===== src/rtl/arbPkg.sv =====
package arbPkg;
  // strobes from control to datapath
  typedef struct packed {
    logic loadGrant;
    logic setEn;
    logic clrEn;
  } arbCtrl_t;
endpackage


===== src/rtl/arbControl.sv =====
module arbControl
  import arbPkg::*;
(
  input  logic     clk,
  input  logic     rstN,
  input  logic     arbStrobe,
  input  logic     raiseWr,
  input  logic     lowerWr,
  output arbCtrl_t ctrl
);
  always_comb begin
    ctrl           = '0;
    ctrl.loadGrant = arbStrobe;
    ctrl.setEn     = raiseWr;
    ctrl.clrEn     = lowerWr;
  end

  // the datapath may only see known strobes once out of reset
  a_r7_known_strobe: assert property (@(posedge clk) disable iff (!rstN)
    !$isunknown(ctrl))
    else $error("a_r7_known_strobe");
endmodule


===== src/rtl/arbDatapath.sv =====
module arbDatapath
  import arbPkg::*;
#(
  parameter int NCH  = 16,
  parameter int IDXW = (NCH > 1) ? $clog2(NCH) : 1
) (
  input  logic            clk,
  input  logic            rstN,
  input  arbCtrl_t        ctrl,
  input  logic [NCH-1:0]  reqVec,
  input  logic [NCH-1:0]  raiseData,
  input  logic [NCH-1:0]  lowerData,
  output logic [NCH-1:0]  prioLevel,
  output logic [NCH-1:0]  grantOneHot,
  output logic [IDXW-1:0] grantIdx,
  output logic            grantValid
);
  logic [NCH-1:0]  prioQ, prioNext;
  logic [NCH-1:0]  hiReq, tierReq, pick;
  logic [NCH:0]    seen;
  logic [IDXW-1:0] winIdx;
  logic [NCH-1:0]  grantQ;
  logic [IDXW-1:0] idxQ;
  logic            validQ;

  // level register: clear first, then set, so set wins
  always_comb begin
    prioNext = prioQ;
    if (ctrl.clrEn) prioNext = prioNext & ~lowerData;
    if (ctrl.setEn) prioNext = prioNext | raiseData;
  end

  always_ff @(posedge clk or negedge rstN) begin
    if (!rstN) prioQ <= '0;
    else       prioQ <= prioNext;
  end

  // tier select: elevated requesters mask out default ones
  assign hiReq   = reqVec & prioQ;
  assign tierReq = (|hiReq) ? hiReq : reqVec;

  // lowest index wins inside the tier
  assign seen[0] = 1'b0;
  for (genvar i = 0; i < NCH; i++) begin : g_scan
    assign pick[i]   = tierReq[i] & ~seen[i];
    assign seen[i+1] = seen[i] | tierReq[i];
  end

  always_comb begin
    winIdx = '0;
    for (int i = 0; i < NCH; i++)
      if (pick[i]) winIdx = IDXW'(i);
  end

  always_ff @(posedge clk or negedge rstN) begin
    if (!rstN) begin
      grantQ <= '0;
      idxQ   <= '0;
      validQ <= 1'b0;
    end else if (ctrl.loadGrant) begin
      grantQ <= pick;
      idxQ   <= winIdx;
      validQ <= |reqVec;
    end
  end

  assign prioLevel   = prioQ;
  assign grantOneHot = grantQ;
  assign grantIdx    = idxQ;
  assign grantValid  = validQ;

  a_r7_hold: assert property (@(posedge clk) disable iff (!rstN)
    !ctrl.loadGrant |=> ($stable(grantQ) && $stable(idxQ) && $stable(validQ)))
    else $error("a_r7_hold");

  a_r10_onehot: assert property (@(posedge clk) disable iff (!rstN)
    $onehot0(grantQ) && (validQ == (grantQ != '0)) && (!validQ || grantQ[idxQ]))
    else $error("a_r10_onehot");

  a_r8_idle: assert property (@(posedge clk) disable iff (!rstN)
    (ctrl.loadGrant && reqVec == '0) |=> (!validQ && idxQ == '0))
    else $error("a_r8_idle");

  a_r5_tier: assert property (@(posedge clk) disable iff (!rstN)
    (ctrl.loadGrant && (reqVec & prioQ) != '0) |=> ((grantQ & $past(prioQ)) != '0))
    else $error("a_r5_tier");

  a_r2_set: assert property (@(posedge clk) disable iff (!rstN)
    ctrl.setEn |=> ((prioQ & $past(raiseData)) == $past(raiseData)))
    else $error("a_r2_set");

  a_r3_clr: assert property (@(posedge clk) disable iff (!rstN)
    (ctrl.clrEn && !ctrl.setEn) |=> ((prioQ & $past(lowerData)) == '0))
    else $error("a_r3_clr");
endmodule


===== src/rtl/tierArbiter.sv =====
module tierArbiter
  import arbPkg::*;
#(
  parameter int NCH  = 16,
  parameter int IDXW = (NCH > 1) ? $clog2(NCH) : 1
) (
  input  logic            clk,
  input  logic            rstN,
  input  logic [NCH-1:0]  reqVec,
  input  logic            arbStrobe,
  input  logic            raiseWr,
  input  logic [NCH-1:0]  raiseData,
  input  logic            lowerWr,
  input  logic [NCH-1:0]  lowerData,
  output logic [NCH-1:0]  prioLevel,
  output logic [NCH-1:0]  grantOneHot,
  output logic [IDXW-1:0] grantIdx,
  output logic            grantValid
);
  arbCtrl_t ctrl;

  arbControl i_ctrl (
    .clk(clk), .rstN(rstN), .arbStrobe(arbStrobe),
    .raiseWr(raiseWr), .lowerWr(lowerWr), .ctrl(ctrl)
  );

  arbDatapath #(.NCH(NCH), .IDXW(IDXW)) i_dp (
    .clk(clk), .rstN(rstN), .ctrl(ctrl), .reqVec(reqVec),
    .raiseData(raiseData), .lowerData(lowerData),
    .prioLevel(prioLevel), .grantOneHot(grantOneHot),
    .grantIdx(grantIdx), .grantValid(grantValid)
  );
endmodule


===== config.mk =====
export PLATFORM = sky130hd
export DESIGN_NAME = tierArbiter
export DESIGN_NICKNAME = d
export VERILOG_FILES = /design/src/rtl/arbPkg.sv /design/src/rtl/arbControl.sv /design/src/rtl/arbDatapath.sv /design/src/rtl/tierArbiter.sv
export SDC_FILE = /design/constraint.sdc
export NUM_CORES = 1
export LEC_CHECK = 0
export BUFFER_PORTS_ARGS = -buffer_cell sky130_fd_sc_hd__buf_4
export CORE_ASPECT_RATIO = 0.75
export CORE_MARGIN = 1
export CORE_UTILIZATION = 50
export CTS_CLUSTER_DIAMETER = 30
export DETAILED_ROUTE_END_ITERATION = 7
export PLACE_DENSITY = 0.85
export SYNTH_ARGS = -nofsm -noshare
export SYNTH_HDL_FRONTEND = slang
export SYNTH_HIERARCHICAL = 1
export SYNTH_SLANG_ARGS = --single-unit

===== constraint.sdc =====
create_clock -name clk -period 3.05 [get_ports clk]
set_input_delay 0.61 -clock clk [delete_from_list [all_inputs] [get_ports clk]]
set_output_delay 0.61 -clock clk [all_outputs]
set_load 0.05 [all_outputs]

**Word level (Yosys, flattened, before mapping)**

Index checks and enable logic that the tools add are counted.

- Mux-type cells: 18
- Bitwise operators: 48
- Reductions and logical operators: 2

Operators by type and width:

| operator | count |
|---|---|
| two-way mux 16 bit | 3 |
| bitwise AND 16 bit | 2 |
| two-way mux 4 bit | 8 |
| OR reduction 16 bit | 2 |
| inverter 16 bit | 1 |
| bitwise OR 16 bit | 1 |
| bitwise AND 1 bit | 15 |
| inverter 1 bit | 15 |
| bitwise OR 1 bit | 14 |
| two-way mux 3 bit | 4 |
| two-way mux 2 bit | 2 |
| two-way mux 1 bit | 1 |

- Register bits: 37
- Input bits: 53
- Output and inout bits: 37
- Word-level logic and storage cells: 72

**Logic depth before layout (Yosys ltp)**

- Word-level depth: 20
- Depth in mapped cells: 10
- Gate-level depth less buffers: 8

**Hierarchy**

The synthesis kept the hierarchy.

Modules (own cells, without submodules):

| module | times used | cells each | area each (sq um) | seq. area each (sq um) |
|---|---|---|---|---|
| arbDatapath | 1 | 192 | 1879.3 | 925.9 |
| arbControl | 1 | 3 | 22.5 | 0.0 |

**Least setup slack after synthesis**

No wires, ideal clock.

- Kind: register to register
- From: reg i_dp.prioQ[9], in the netlist i_dp/prioLevel[9]
- To: reg i_dp.idxQ[1], in the netlist i_dp/grantIdx[1]
- Setup time: 126 ps
- Data arrival time: 2247 ps
- Data required time: 2924 ps
- Path slack: 677 ps
- Cell stages (with the launch flop): 11
- Path buffers: 2
- Clock period less this slack: 2373 ps
- Cell sequence: dfrtp_1 > a22o_1 > a221oi_1 > and4_1 > buf_6 > buf_6 > o21ai_0 > nand4_1 > nor3_4 > a31o_1 > a31oi_1

- Cells in the longest elaborated chain, start to end: 20
- Elaborated cells between the ends (all ways): 59
- Those cells by class: mux: 15; bitwise: 43; reduce/logical: 1

Ends and longest elaborated chain:

| element | RTL line | text |
|---|---|---|
| from (decl) | arbDatapath.sv:18 | `logic [NCH-1:0] prioQ, prioNext;` |
| from (signal assigned) | arbDatapath.sv:35 | `else prioQ <= prioNext;` |
| bitwise AND 16 bit * | arbDatapath.sv:39 | `assign hiReq = reqVec & prioQ;` |
| OR reduction 16 bit | arbDatapath.sv:40 | `assign tierReq = (\|hiReq) ? hiReq : reqVec;` |
| two-way mux 16 bit * | arbDatapath.sv:40 |  |
| bitwise OR 1 bit | arbDatapath.sv:46 | `assign seen[i+1] = seen[i] \| tierReq[i];` |
| inverter 1 bit or bitwise OR 1 bit (tied branches) | arbDatapath.sv:45, arbDatapath.sv:46 |  |
| bitwise AND 1 bit (tied with other cells) | arbDatapath.sv:45 | `assign pick[i] = tierReq[i] & ~seen[i];` |
| two-way mux 2 bit (tied with other cells) (2 in a row) | arbDatapath.sv:52 | `if (pick[i]) winIdx = IDXW'(i);` |
| two-way mux 3 bit (tied with other cells) (4 in a row) | arbDatapath.sv:52 |  |
| two-way mux 4 bit (tied with other cells) (6 in a row) | arbDatapath.sv:52 |  |
| two-way mux 4 bit or bitwise AND 1 bit (tied branches) | arbDatapath.sv:52, arbDatapath.sv:45 |  |
| two-way mux 4 bit * | arbDatapath.sv:52 |  |
| to (signal assigned) | arbDatapath.sv:62 | `idxQ <= winIdx;` |
| to (decl) | arbDatapath.sv:23 | `logic [IDXW-1:0] idxQ;` |

Mark *: on every way between the ends. The rest lies on a longest branch, timed or not.
A chain may end at the register's enable or synchronous reset.

**Final worst setup path**

- From: reg i_dp.prioQ[4], in the netlist i_dp/prioLevel[4]
- To: reg i_dp.idxQ[0], in the netlist i_dp/grantIdx[0]

- Cells in the longest elaborated chain, start to end: 20
- Elaborated cells between the ends (all ways): 62
- Those cells by class: mux: 16; bitwise: 45; reduce/logical: 1

Ends and longest elaborated chain:

| element | RTL line |
|---|---|
| bitwise AND 16 bit * | arbDatapath.sv:39 |
| OR reduction 16 bit | arbDatapath.sv:40 |
| two-way mux 16 bit * | arbDatapath.sv:40 |
| inverter 1 bit or bitwise OR 1 bit (tied branches) | arbDatapath.sv:45, arbDatapath.sv:46 |
| bitwise AND 1 bit (tied with other cells) | arbDatapath.sv:45 |
| two-way mux 1 bit (tied with other cells) | arbDatapath.sv:52 |
| two-way mux 2 bit (tied with other cells) (2 in a row) | arbDatapath.sv:52 |
| two-way mux 3 bit (tied with other cells) (4 in a row) | arbDatapath.sv:52 |
| two-way mux 4 bit (tied with other cells) (6 in a row) | arbDatapath.sv:52 |
| two-way mux 4 bit or bitwise AND 1 bit (tied branches) | arbDatapath.sv:52, arbDatapath.sv:45 |
| two-way mux 4 bit * | arbDatapath.sv:52 |

Marked as above.

==> flow_summary.yaml <==
yosys:
  synthTopCellsByArea: "dfrtp_1, a22o_1, nand2_1, o21ai_0, nor2_1"
  ys_top_cells_by_count: "dfrtp_1, nand2_1, a22o_1"
  synth_top_family_by_area: "compound AO/OA/AOI/OAI gates"
  synth.most_common_cell: "dfrtp_1"
  synth_fa_ha_area_share_pct: 0
  synth_top_cell_by_area: "dfrtp_1"
  yosys.area_share.simple_pct: 17.4
  synthesis.area_mm2: 0.00190
  synth_enable_flop_cells: 0
  ys.flop_type: "dfrtp_1"
  syn-num-nets: 248
  synth_cell_types: 34
  ys_seq_area_share_pct: 48.7
  yosys_register_bits: 37
  synthXorXnorAreaFrac_pct: 0
  synth_compound_area_share_pct: 25.3
  synth_top_area_share_pct: 48.7
  async_reset_ff_share_pct: 100
  syn_inst: 195
  yosysWarnings: 6
  synth.avg_cell_area_um2: 9.75
  synthMuxAreaShare_pct: 2.89
critical_path:
  crit_type: "flip-flop to flip-flop"
  timing.rr.start: "i_dp/prioLevel[4]"
  cp.required_ps: 3260
  crit_start: "i_dp/prioLevel[4]"
  cp.arrival_ps: 2680
  cp-end-kind: "flip-flop"
  start_kind: "flip-flop"
  worstPathMaxFanout: 10
route:
  via_count: 1872
  routed_wl_um: 4960
  via_per_inst: 5.64
  drt-initial-drc-count: 204
  postRouteAntennaNets: 0
  drc: 0
  wl_per_cell_um: 14.9
  firstDrtPassIters: 4
grt:
  grt_max_degree: 38
  antenna_found_initial: 0
  grt_pass1_vias: 1865
  grt_pass1_wl_um: 8480
  grt-ovfl-total: 0
  track_usage_pct: 27.3
power:
  p_sw_share_pct: 35.9
  p_comb_share_pct: 32.9
  power_density_mw_per_mm2: 505
  p_seq_share_pct: 43.2
  ir_drop_v: 0.000378
  p_clk_share_pct: 23.9
  power_leakage_nw: 1.28
  switchingPower_uw: 480
  internal_power_uw: 856
floorplanning:
  ioPinCount: 90
  die_y_um: 55.4
  die_w_um: 73.2
  dieArea_mm2: 0.00406
  start_util_pct: 52.3
  num_rows: 19
  fp.coreArea_mm2: 0.00364
timing:
  slew_viol_final: 0
  fin_worst_skew_ps: 3.85
  max_freq_ghz: 0.405
  period_minus_slack_ps: 2470
  rsz0062_at_grt: "false"
  tns_ps: 0
  finalSetupViolations: 0
  hold_viol_final: 0
  fin_ws_ps: 582
  max_slew_margin_pct: 69.7
  period_share_pct: 80.9
  worst_pin_slew_ps: 454
clock_network:
  cts.root.buffer_cell: "clkbuf_8"
  clock-sinks: 37
  h-tree-depth: 2
  clk_pin_slew_worst_paths_ps: 70
  insertion_delay_ps: 290
  clockBufferDepth: 2
  post_cts_buffers: 0
  cts_tree: "yes"
  numCtsBuffers: 5
  cts_hold_buf: 0
  postCtsResizedCells: 0
final_layout:
  postLayoutCoreUtil_pct: 72.8
  fin_nets: 332
  syn_to_final_growth_pct: 39.2
  layout-drive-gt1-share_pct: 38.2
  fin_cells: 332
  insertedDiodeCount: 0
  fill_cells: 314
job:
  maxCapViolCount: 0
placed_design:
  hpwl_um: 3890
  io_buffers: 89
  dp.cells: 324
  routabilityCongestion: 0.877
  pre_cts_slack_ps: 326
status:
  run_status: "completed"
worst_hold_path:
  hp-class: "input port to asynchronous set/reset pin"
[layer usage]
layer | vias to the layer above | routed length [µm] | track usage, %
met5 | - | 0 | 0
met4 | 0 | 108 | 10.4
met3 | 16 | 408 | 7.85
met2 | 90 | 2170 | 41.1
met1 | 876 | 2280 | 37.3
li1 | 890 | - | -
[cell families after synthesis]
logic type / Yosys count
flip-flops: 37
buffers and inverters: 22
multiplexers: 5
AND/OR/NAND/NOR: 66
AO/OA/AOI/OAI: 65
[power groups by stage]
stage / Combinational, mW / Clock (mW) / Sequential [mW]
floorplan: 0.130 / 0 / 0.724
CTS: 0.440 / 0.329 / 0.576
global route: 0.470 / 0.351 / 0.582
finish: 0.439 / 0.320 / 0.577
detailed placement: 0.439 / 0 / 0.584
global placement: 0.433 / 0 / 0.584
[metrics by stage]
stage	power, mW	instance area (µm²)	hold WS [ps]
after floorplan	0.854	1900	314
after global placement	1.02	2570	477
after detailed placement	1.02	2570	490
after CTS	1.34	2650	277
after global routing	1.40	2650	309
final	1.34	2650	269
[cell usage in the layout, fill, tap and decap left out, types with 3 or more instances in the layout]
cell	synthesis	routed
mux2_2	4	4
buf_4	3	90
inv_1	9	9
clkbuf_8	0	5
o21ai_1	10	10
o21ai_2	3	3
nand2_1	27	27
o21ai_0	12	12
a31oi_1	3	3
nand3_1	7	7
a22o_1	23	23
dfrtp_1	37	37
clkbuf_1	7	3
nor4_1	4	4
nor2_1	14	14
a221oi_1	4	4
o21a_1	3	3
[critical path, cell delays in order, from the launching register on]
cell and delay, ps:
dfrtp_1 430, a22o_1 180, a221oi_1 50, and4_1 290, buf_4 210, o21ai_1 320, nand4_2 250, nor3_4 370
o21ai_1 140, a31oi_1 140
[area by class of cell]
class / instances / area, µm² / share of cell area (%)
inverter: 9 / 33.8 / 1.28
clock buffer: 8 / 80.1 / 3.02
sequential: 37 / 926 / 35.0
timing repair buffer: 90 / 676 / 25.5
multi-input combinational: 136 / 867 / 32.8
tap: 52 / 65.1 / 2.46
[sequential cells by signal (all words and copies together) (netlist names)]
name and flops:
i_dp/grantValid 1, i_dp/prioLevel 16, i_dp/grantOneHot 16, i_dp/grantIdx 4
[worst paths after layout]
path	slack [ps]	depth (start not counted)	endpoint
worst max-delay path	580	9	i_dp/grantIdx[0]
worst min-delay path	270	1	i_dp/prioLevel[8]
worst max register to register	580	9	i_dp/grantIdx[0]
worst min register to register	500	1	i_dp/grantOneHot[11]
max in group asynchronous	2460	1	i_dp/prioLevel[2]
min in group clk	500	1	i_dp/grantOneHot[11]
Power figures use the tool's default switching activity.
